File: src/rtl/irq_presenter.sv
module irq_presenter #(
  parameter int NSRC   = 8,
  parameter int PRIO_W = 4,
  parameter int VEC_W  = 8,
  parameter logic [VEC_W-1:0] SPUR_VEC = '1,
  localparam int IDW = (NSRC > 1) ? $clog2(NSRC) : 1
) (
  input  logic                    clk,
  input  logic                    rst_n,
  input  logic [NSRC*PRIO_W-1:0]  src_prio,
  input  logic [NSRC*VEC_W-1:0]   src_vec,
  input  logic [NSRC-1:0]         src_level,
  input  logic [2*NSRC-1:0]       src_route,
  input  logic                    req_valid,
  input  logic [IDW-1:0]          req_id,
  input  logic                    req_level,
  input  logic                    ctpr_we,
  input  logic [PRIO_W-1:0]       ctpr_wdata,
  output logic [PRIO_W-1:0]       ctpr_o,
  input  logic                    ack_re,
  output logic                    ack_valid,
  output logic [VEC_W-1:0]        ack_vec,
  input  logic                    eoi_we,
  output logic                    irq_o,
  output logic                    crit_o,
  output logic                    mcheck_o
);

  logic [NSRC-1:0]   raised_q, svc_q, act_q;
  logic [NSRC-1:0]   raised_n, svc_n, act_n;
  logic [PRIO_W-1:0] ctpr_q, ctpr_n;
  logic              irq_q, crit_q, mc_q;
  logic [VEC_W-1:0]  ack_vec_q;
  logic              ack_valid_q;

  logic [PRIO_W-1:0] prio [NSRC];
  logic [VEC_W-1:0]  vec  [NSRC];
  logic [NSRC-1:0]   is_norm, is_crit, is_mc;

  for (genvar g = 0; g < NSRC; g++) begin : g_src
    assign prio[g]    = src_prio[g*PRIO_W +: PRIO_W];
    assign vec[g]     = src_vec[g*VEC_W +: VEC_W];
    assign is_crit[g] = src_route[2*g +: 2] == 2'd1;
    assign is_mc[g]   = src_route[2*g +: 2] == 2'd2;
    assign is_norm[g] = !is_crit[g] && !is_mc[g];
  end

  function automatic logic [IDW:0] pick(input logic [NSRC-1:0] s,
                                        input logic [NSRC*PRIO_W-1:0] pr);
    logic hit;
    logic [IDW-1:0] idx;
    logic [PRIO_W-1:0] bp;
    hit = 1'b0; idx = '0; bp = '0;
    for (int i = 0; i < NSRC; i++)
      if (s[i] && (!hit || pr[i*PRIO_W +: PRIO_W] > bp)) begin
        hit = 1'b1;
        idx = IDW'(i);
        bp  = pr[i*PRIO_W +: PRIO_W];
      end
    return {hit, idx};
  endfunction

  logic           r_hit, s_hit, nr_hit, ns_hit;
  logic [IDW-1:0] r_idx, s_idx, nr_idx, ns_idx;
  logic           ack_grant;

  assign {r_hit, r_idx} = pick(raised_q, src_prio);
  assign {s_hit, s_idx} = pick(svc_q, src_prio);
  assign ack_grant = ack_re && r_hit && (prio[r_idx] > ctpr_q);
  assign ctpr_n    = ctpr_we ? ctpr_wdata : ctpr_q;

  always_comb begin
    raised_n = raised_q;
    svc_n    = svc_q;
    act_n    = act_q;
    if (ack_re && r_hit && !src_level[r_idx]) raised_n[r_idx] = 1'b0;
    if (req_valid) begin
      if (is_norm[req_id]) begin
        if (src_level[req_id])  raised_n[req_id] = req_level;
        else if (req_level)     raised_n[req_id] = 1'b1;
      end else if (src_level[req_id]) begin
        act_n[req_id] = req_level;
      end
    end
    if (eoi_we && s_hit) svc_n[s_idx] = 1'b0;
    if (ack_grant)       svc_n[r_idx] = 1'b1;
  end

  assign {nr_hit, nr_idx} = pick(raised_n, src_prio);
  assign {ns_hit, ns_idx} = pick(svc_n, src_prio);

  wire irq_n = nr_hit && (prio[nr_idx] > ctpr_n) &&
               (!ns_hit || prio[nr_idx] > prio[ns_idx]);

  always_ff @(posedge clk or negedge rst_n) begin
    if (!rst_n) begin
      raised_q    <= '0;
      svc_q       <= '0;
      act_q       <= '0;
      ctpr_q      <= '1;
      irq_q       <= 1'b0;
      crit_q      <= 1'b0;
      mc_q        <= 1'b0;
      ack_vec_q   <= '0;
      ack_valid_q <= 1'b0;
    end else begin
      raised_q    <= raised_n;
      svc_q       <= svc_n;
      act_q       <= act_n;
      ctpr_q      <= ctpr_n;
      irq_q       <= irq_n;
      crit_q      <= |(act_n & is_crit);
      mc_q        <= |(act_n & is_mc);
      ack_valid_q <= ack_re;
      if (ack_re) ack_vec_q <= ack_grant ? vec[r_idx] : SPUR_VEC;
    end
  end

  assign ctpr_o    = ctpr_q;
  assign irq_o     = irq_q;
  assign crit_o    = crit_q;
  assign mcheck_o  = mc_q;
  assign ack_vec   = ack_vec_q;
  assign ack_valid = ack_valid_q;

endmodule

File: config.mk
export PLATFORM = sky130hd
export DESIGN_NAME = irq_presenter
export DESIGN_NICKNAME = d
export VERILOG_FILES = /design/src/rtl/irq_presenter.sv
export SDC_FILE = /design/constraint.sdc
export NUM_CORES = 1
export LEC_CHECK = 0
export ABC_CLOCK_PERIOD_IN_PS = 29900
export CAP_MARGIN = 40
export CORE_MARGIN = 2
export CORE_UTILIZATION = 56
export CTS_CLUSTER_DIAMETER = 30
export DETAILED_ROUTE_END_ITERATION = 10
export DONT_BUFFER_PORTS = 1
export PLACE_DENSITY = 0.71
export REMOVE_ABC_BUFFERS = 1
export SYNTH_ARGS = -nofsm -noshare
export SYNTH_HDL_FRONTEND = slang
export SYNTH_SLANG_ARGS = --single-unit
File: constraint.sdc
create_clock -name clk -period 29.9 [get_ports clk]
set_input_delay 2.99 -clock clk [delete_from_list [all_inputs] [get_ports clk]]
set_output_delay 2.99 -clock clk [all_outputs]
set_load 0.005 [all_outputs]
---- After elaboration in Yosys (flattened, before gate mapping) ----
Cells that the tools add are included.
storage, ports and cells
  bits in registers ....................... 40
  bits of input ports ..................... 134
  word-level logic and storage cells ...... 324
  output and inout bits ................... 16
cells by class
  $lt $le $gt $ge ......................... 40
  muxes and demuxes ....................... 126
  reductions and logical operators ........ 122
  equal/unequal tests ..................... 16
  bitwise operators ....................... 11
operators by type and width
  kind                count
  $mux 4              35
  $gt 4x4->1          31
  $mux 8              13
  $mux 3              24
  $logic_not 1->1     46
  $logic_and 1x1->1   45
  $mux 1              42
  $bmux 4 s3          3
  $and 8x8->8         4
  $logic_or 1x1->1    29
  $bmux 8 s3          1
  $bwmux 8            2
  $eq 2x1->1 const B  8
  $eq 2x2->1 const B  8
  $not 8->8           2
  $or 8x8->8          2
  $reduce_or 8->1     2
  $ge 4x4->1 const B  3
  $lt 3x4->1 const B  3
  $not 3->4           3
  $bmux 1 s3          3
  $demux 1 s3         3
  $ge 3x1->1 const B  3

---- Logic depth before layout (Yosys ltp) ----
Gate-level depths: netlist of the first run.
  depth after elaboration ................. 77
  mapped depth ............................ 146
  mapped depth without buffers ............ 136

---- Worst setup path after synthesis of the first run ----
No wires, ideal clock.
  path kind ............................... input-to-reg
  from .................................... in src_prio[3]
  to ...................................... reg irq_q, in the netlist irq_o
  library setup time ...................... 119 ps
  arrival ................................. 26,027 ps
  slack ................................... 3,754 ps
  path buffers ............................ 8
  stages on the path ...................... 136
  cells stage by stage .................... nand2_1 > ha_1 > nand2_1 > o21bai_1 > a21oi_1 > mux2_2 > ha_1 > nand4_1 > o21ai_0 > a21oi_1 > clkbuf_1 > nor2_1 > a21oi_1 > inv_1 > ha_1 > nor2b_1 > o211ai_1 > a31o_1 > [... 100 more ...] > ha_1 > nor2b_1 > o21a_1 > o21a_1 > o211ai_1 > o31ai_2 > a2111oi_2 > nor2_1 > mux2_1 > a2bb2oi_1 > ha_1 > nor2b_1 > o21ai_0 > nand2b_1 > a21oi_1 > a41oi_1 > a21oi_1 > nor3_1
between the ends
  elaborated cells on any way between the ends .. 246
  classes of those cells .................. order compare: 35; mux: 109; bitwise: 9; reduce/logical: 93
RTL lines
  element                                        RTL line  source
  from (decl)                                    10        input logic [NSRC*PRIO_W-1:0] src_prio,
  $mux 4                                         55        if (s[i] && (!hit || pr[i*PRIO_W +: PRIO_W] > bp)) begin
  $gt 4x4->1                                     55
  $logic_or 1x1->1                               55
  $logic_and 1x1->1                              55
  $mux 4 or $mux 1 (tied branches)               55
  $gt 4x4->1 or $logic_not 1->1 (tied branches)  55
  $logic_or 1x1->1                               55
  $logic_and 1x1->1                              55
  [... 30 more ...]                              -
  via svc_n[0]                                   30        logic [NSRC-1:0] raised_n, svc_n, act_n;
  [... 28 more ...]                              -
  $mux 3                                         55
  $not 3->4 (implied by the code)                93        (!ns_hit || prio[nr_idx] > prio[ns_idx]);
  $bmux 4 s3                                     93
  $mux 4 (implied by the code) (2 in series)     93
  $gt 4x4->1                                     93
  $logic_or 1x1->1 (*)                           93
  $logic_and 1x1->1 (*)                          92        wire irq_n = nr_hit && (prio[nr_idx] > ctpr_n) &&
  via irq_n                                      92
  to (signal assigned)                           111       irq_q <= irq_n;
  to (decl)                                      32        logic irq_q, crit_q, mc_q;
The timed path passes the listed nets; every way through them passes the cells marked *. The select of a mux whose other input is x is not followed.
A chain may end at the register's enable or synchronous reset.

---- Final worst setup path of the first run ----
  from .................................... in src_prio[4]
  to ...................................... reg irq_q, in the netlist irq_o
between the ends
  elaborated cells on any way between the ends .. 244
  classes of those cells .................. order compare: 35; mux: 107; bitwise: 9; reduce/logical: 93
RTL lines
  element                                        RTL line
  $gt 4x4->1                                     55
  $logic_or 1x1->1                               55
  $logic_and 1x1->1                              55
  $mux 4 or $mux 1 (tied branches)               55
  $gt 4x4->1 or $logic_not 1->1 (tied branches)  55
  $logic_or 1x1->1                               55
  $logic_and 1x1->1                              55
  $mux 4 or $mux 1 (tied branches)               55
  [... 29 more ...]                              -
  via svc_n[0]                                   30
  [... 28 more ...]                              -
  $mux 3                                         55
  $not 3->4 (implied by the code)                93
  $bmux 4 s3                                     93
  $mux 4 (implied by the code) (2 in series)     93
  $gt 4x4->1                                     93
  $logic_or 1x1->1 (*)                           93
  $logic_and 1x1->1 (*)                          92
  via irq_n                                      92
Marks and branches as above.

==> results.json, run 1 <==
{
  "hold_viol_final": 0,
  "antenna_found_initial": 0,
  "die-height_um": 127,
  "r2r-start": "raised_q[0]",
  "cpMaxStageDelayCell": "a311o_2",
  "path_depth": 131,
  "place_hpwl_um": 23300,
  "layout_setup_ws_ps": 1510,
  "reg2reg_to": "irq_o",
  "hp-class": "flip-flop to flip-flop",
  "drt_iter0_markers": 942,
  "grt_max_degree": 41,
  "start_kind": "primary input",
  "slew_viol_final": 0,
  "grtUsageTotal": 0.356,
  "start_util": 0.567,
  "ant_nets": 0,
  "clkTransAtPathRegs_ps": 60,
  "clock_skew_ps": 13.6,
  "vias": 8990,
  "n_antenna_cell": 0,
  "crit_fanout": 12,
  "ff2ff_setup_slack_ps": 3540,
  "worstPathArrival_ps": 28560,
  "syn_area_um2": 8520,
  "synth_top_area_frac": 0.206,
  "ys_warn_count": 0,
  "holdPathStages": 2,
  "cts_buffer_depth": 2,
  "yosysUniqueCellTypes": 89,
  "multi_input_area_um2": 7100,
  "crit_path_end_kind": "flip-flop",
  "setup-tns-final_ps": 0,
  "maxCapViolCount": 0,
  "grt_pass1_vias": 8211,
  "fill_cells": 1433,
  "hold_buffers": 0,
  "worst_path_most_repeated_cell": "ha_1",
  "setup-violations-final": 0,
  "synth_flop_cell": "dfrtp_1",
  "synth_most_common_cell": "ha_1",
  "first_pass_iters": 6,
  "port_buffers": 0,
  "place_congestion": 0.992,
  "wire_per_inst_um": 23.3,
  "drt-total-wl_um": 29700,
  "dpl_worst_slack_ps": 363,
  "critPathBufInv": 4,
  "avgSynthCellArea_um2": 7.74,
  "status": "complete, no violations",
  "post-route-period-util": 0.949,
  "drc": 0,
  "async_reset_ff_frac": 1.00,
  "grt-ovfl-total": 0,
  "clk_latency_ps": 310,
  "syn_to_final_growth_pct": 4.51,
  "die-width_um": 127,
  "row_count": 45,
  "root_buffer": "clkbuf_16",
  "cp-startpoint": "src_prio[4]",
  "crit_path_end": "irq_o",
  "synth_area_leader_cell": "ha_1",
  "synth-seq-area-share": 0.118,
  "synthTopCellsByCount": "ha_1 (140), nand2_1 (113), inv_1 (82), o21ai_0 (76), a21oi_1 (72)",
  "max-slew-margin-rel": 0.451,
  "cts_inserted_buffers": 5,
  "ys_seq_elements": 40,
  "reg2regPathDepth": 132,
  "clkSinkCount": 40,
  "synth-edff-count": 0,
  "max_stage_delay_ps": 510,
  "grt_pass1_wl_um": 45500,
  "ios": 150,
  "period_needed_ps": 28390,
  "worstMarginPinSlew_ps": 819,
  "drt-vias-per-instance": 7.05,
  "drive_above_1_share": 0.0948,
  "max_freq_ghz": 0.0352,
  "whs_ps": 539,
  "cp_top_family": "compound AO/OA/AOI/OAI gates",
  "die-area_um2": 16200,
  "cts_tree": "yes",
  "synthTopCellsByArea": "ha_1 (21%), dfrtp_1 (11%), nand2_1 (5.0%), o21ai_0 (4.5%), a21oi_1 (4.2%)",
  "seq_area_um2": 1010,
  "core_um2": 15000,
  "htreeDepth": 2,
  "syn_inst": 1101,
  "nNetsFinal": 1361,
  "critPathRequiredTime_ps": 30070,
  "critical_path_class": "primary input to flip-flop"
}
## flip-flops by register name, indices dropped and copies added, names as in the netlist
name	count
ack_vec	8
act_q	8
raised_q	8
svc_q	8
ctpr_o	4
ack_valid	1
crit_o	1
irq_o	1
mcheck_o	1
## cell type report
type | count | share of cell area
repair buffers | 9 | 0.00759
clock inverters | 2 | 0.00675
inverters | 82 | 0.0346
flip-flops and latches | 40 | 0.113
multi-input cells | 949 | 0.798
clock buffers | 5 | 0.0141
well taps | 188 | 0.0264
## worst register-to-register path: cells and delay by family (launching register included)
family          cells  cell delay (ps)
compound gates     63            11550
fa+ha+maj          16             4500
buf+inv             4              620
flops               1              550
mux                 7             2540
simple gates       42             6490
## repair_timing
action                                  in CTS  in global routing
endpoints found under the setup margin       0                  1
gates resized for setup                      0                  8
buffers inserted                             0                  2
endpoints found under the hold margin        0                  0
## per-stage QoR
stage,utilization,instance area [µm²],cells
finish,0.592,8900,1275
CTS,0.589,8850,1273
global placement,0.576,8660,1266
floorplan,-,8370,1071
detailed placement,0.576,8660,1266
global route,0.592,8900,1275
## metal layers
layer	global-route usage	vias up	wire (µm)
met3	0.0599	87	3140
met1	0.509	4176	12700
li1	-	4167	-
met2	0.533	558	12500
met5	0.0155	-	31
met4	0.141	2	1260
## logic make-up (layout without fill, tap and decap cells)
group | after synthesis | in the layout | share of synthesized area
compound gates | 375 | 375 | 0.320
fa+ha+maj | 140 | 140 | 0.206
buf+inv | 112 | 98 | 0.0533
flops | 40 | 40 | 0.118
mux | 66 | 66 | 0.0833
simple gates | 368 | 368 | 0.219
## worst min-delay path by stage
stage                  start       end  slack [ps]
detailed placement  act_q[4]  act_q[4]         530
CTS                 act_q[4]  act_q[4]         540
finish              act_q[4]  act_q[4]         540
global placement    act_q[4]  act_q[4]         510
floorplan           act_q[0]  act_q[0]         490
global route        act_q[7]  act_q[7]         580
## cells in the final DEF, fill, tap and decap left out, types with 15 or more instances in the layout
cell	netlist	final
o211ai_1	15	15
a21oi_1	72	70
inv_1	82	82
ha_1	140	140
o21a_1	25	25
nand2b_1	22	22
a21o_1	19	19
mux2i_1	30	30
nor2b_1	37	37
nand4_1	22	22
o21ai_0	76	76
dfrtp_1	36	36
nand3_1	24	24
nor2_1	71	71
nor3_1	25	24
nand2_1	113	113
mux2_2	31	31
Power of run 1 is left out: the tool's default activity adds up to more than one toggle a clock period on the data nets, which glitch-free logic cannot reach.
==> run 2: changes to the inputs <==
CELL_PAD_IN_SITES_DETAIL_PLACEMENT = 0   (was unset)
CELL_PAD_IN_SITES_GLOBAL_PLACEMENT = 1   (was unset)
CORE_UTILIZATION = 49   (was 56)
PLACE_DENSITY = unset   (was 0.71)
PLACE_DENSITY_LB_ADDON = 0.1   (was unset)
==> run 2 against run 1 <==
Die area increased by 14%. Count of clock-buffer cells in the layout increased by 1. Clock skew decreased by 6.6 ps. Critical path type unchanged. Critical endpoint unchanged. Highest routed layer is now met4.
==> results.json, run 2 (same netlist as run 1, synthesis figures left out) <==
{
  "hold_buffers": 0,
  "nNetsFinal": 1366,
  "hold_start": "ack_vec[0]",
  "drt-total-wl_um": 31400,
  "row_count": 48,
  "start_util": 0.498,
  "drive_above_1_share": 0.101,
  "maxCapViolCount": 0,
  "die-height_um": 136,
  "worstPathArrival_ps": 28100,
  "max_freq_ghz": 0.0358,
  "start_kind": "primary input",
  "status": "complete, no violations",
  "cts_tree": "yes",
  "setup-tns-final_ps": 0,
  "vias": 8804,
  "grt_max_degree": 41,
  "critPathBufInv": 6,
  "critPathRequiredTime_ps": 30080,
  "cp-startpoint": "src_prio[4]",
  "place_congestion": 0.963,
  "period_needed_ps": 27920,
  "drc": 0,
  "die-area_um2": 18500,
  "worstMarginPinSlew_ps": 824,
  "grt_pass1_vias": 8159,
  "place_hpwl_um": 24700,
  "fill_cells": 1728,
  "drt_iter0_markers": 873,
  "crit_fanout": 12,
  "r2r-start": "raised_q[0]",
  "first_pass_iters": 5,
  "clkTransAtPathRegs_ps": 60,
  "final_common_cell": "ha_1",
  "grt_pass1_wl_um": 46900,
  "worst_path_most_repeated_cell": "ha_1",
  "slew_viol_final": 0,
  "whs_ps": 550,
  "setup-violations-final": 0,
  "layout_common_cells": "ha_1 (140), nand2_1 (113), inv_1 (82), o21ai_0 (76)",
  "ios": 150,
  "die-width_um": 136,
  "cts_inserted_buffers": 5,
  "hold_viol_final": 0,
  "antenna_found_initial": 0,
  "cts_buffer_depth": 2,
  "clkSinkCount": 40,
  "clock_skew_ps": 6.92,
  "max_stage_delay_ps": 410,
  "wire_per_inst_um": 23.8,
  "ant_nets": 0,
  "critical_path_class": "primary input to flip-flop",
  "post-route-period-util": 0.934,
  "port_buffers": 0,
  "cpMaxStageDelayCell": "a31o_1",
  "drt-vias-per-instance": 6.67,
  "max-slew-margin-rel": 0.447,
  "syn_to_final_growth_pct": 5.39,
  "clk_latency_ps": 300,
  "htreeDepth": 2,
  "hp-class": "flip-flop to flip-flop",
  "cp_top_family": "compound AO/OA/AOI/OAI gates",
  "grt-ovfl-total": 0,
  "grtUsageTotal": 0.331,
  "core_um2": 17100,
  "crit_path_end_kind": "flip-flop",
  "root_buffer": "clkbuf_16",
  "rsz0062_at_grt": "false"
}
-- run 2: repair_timing --
action / CTS / global route
gates resized for setup: 0 / 10
endpoints found under the setup margin: 0 / 1
buffers inserted: 0 / 3
-- run 2: worst paths after layout --
| kind | end | slack [ps] | cells after the start |
|---|---|---|---|
| setup / recovery | irq_o | 1980 | 133 |
| setup reg to reg | irq_o | 4030 | 134 |
| min in group asynchronous | svc_q[6] | 2380 | 0 |
| hold reg to reg | ack_vec[0] | 550 | 2 |
| max in group asynchronous | ctpr_o[3] | 27340 | 0 |
| hold / removal | ack_vec[0] | 550 | 2 |
-- run 2: through the flow --
| step | instances | utilization | setup slack, ps | instance area [µm²] |
|---|---|---|---|---|
| detailed placement | 1307 | 0.511 | 736 | 8740 |
| floorplan | 1071 | - | 3320 | 8370 |
| CTS | 1315 | 0.520 | 986 | 8910 |
| global placement | 1305 | 0.510 | 1570 | 8730 |
| global route | 1318 | 0.524 | 31.6 | 8970 |
| finish | 1319 | 0.524 | 1980 | 8980 |
-- run 2: routing by layer --
| metal | track usage | share of wire | up-vias |
|---|---|---|---|
| li1 | - | - | 4186 |
| met1 | 0.474 | 0.45 | 4145 |
| met2 | 0.520 | 0.44 | 423 |
| met3 | 0.0515 | 0.084 | 50 |
| met4 | 0.0810 | 0.022 | 0 |
| met5 | 0 | 0 | - |
-- run 2: area by class of cell --
type | instances | area, µm² | area share
Clock buffer | 6 | 129 | 0.0144
Antenna cell | 1 | 2.50 | 0.000279
Sequential cell | 40 | 1010 | 0.112
Multi-Input combinational cell | 949 | 7110 | 0.792
Tap cell | 225 | 282 | 0.0314
Inverter | 82 | 308 | 0.0343
Clock inverter | 2 | 35.0 | 0.00390
Timing Repair Buffer | 14 | 109 | 0.0121
-- run 2: worst min-delay path, cell delays in order (launching register included) --
cell	delay, ps
dfrtp_1	370
nor2_1	50
a21oi_1	100
Power of run 2 is left out for the same reason.
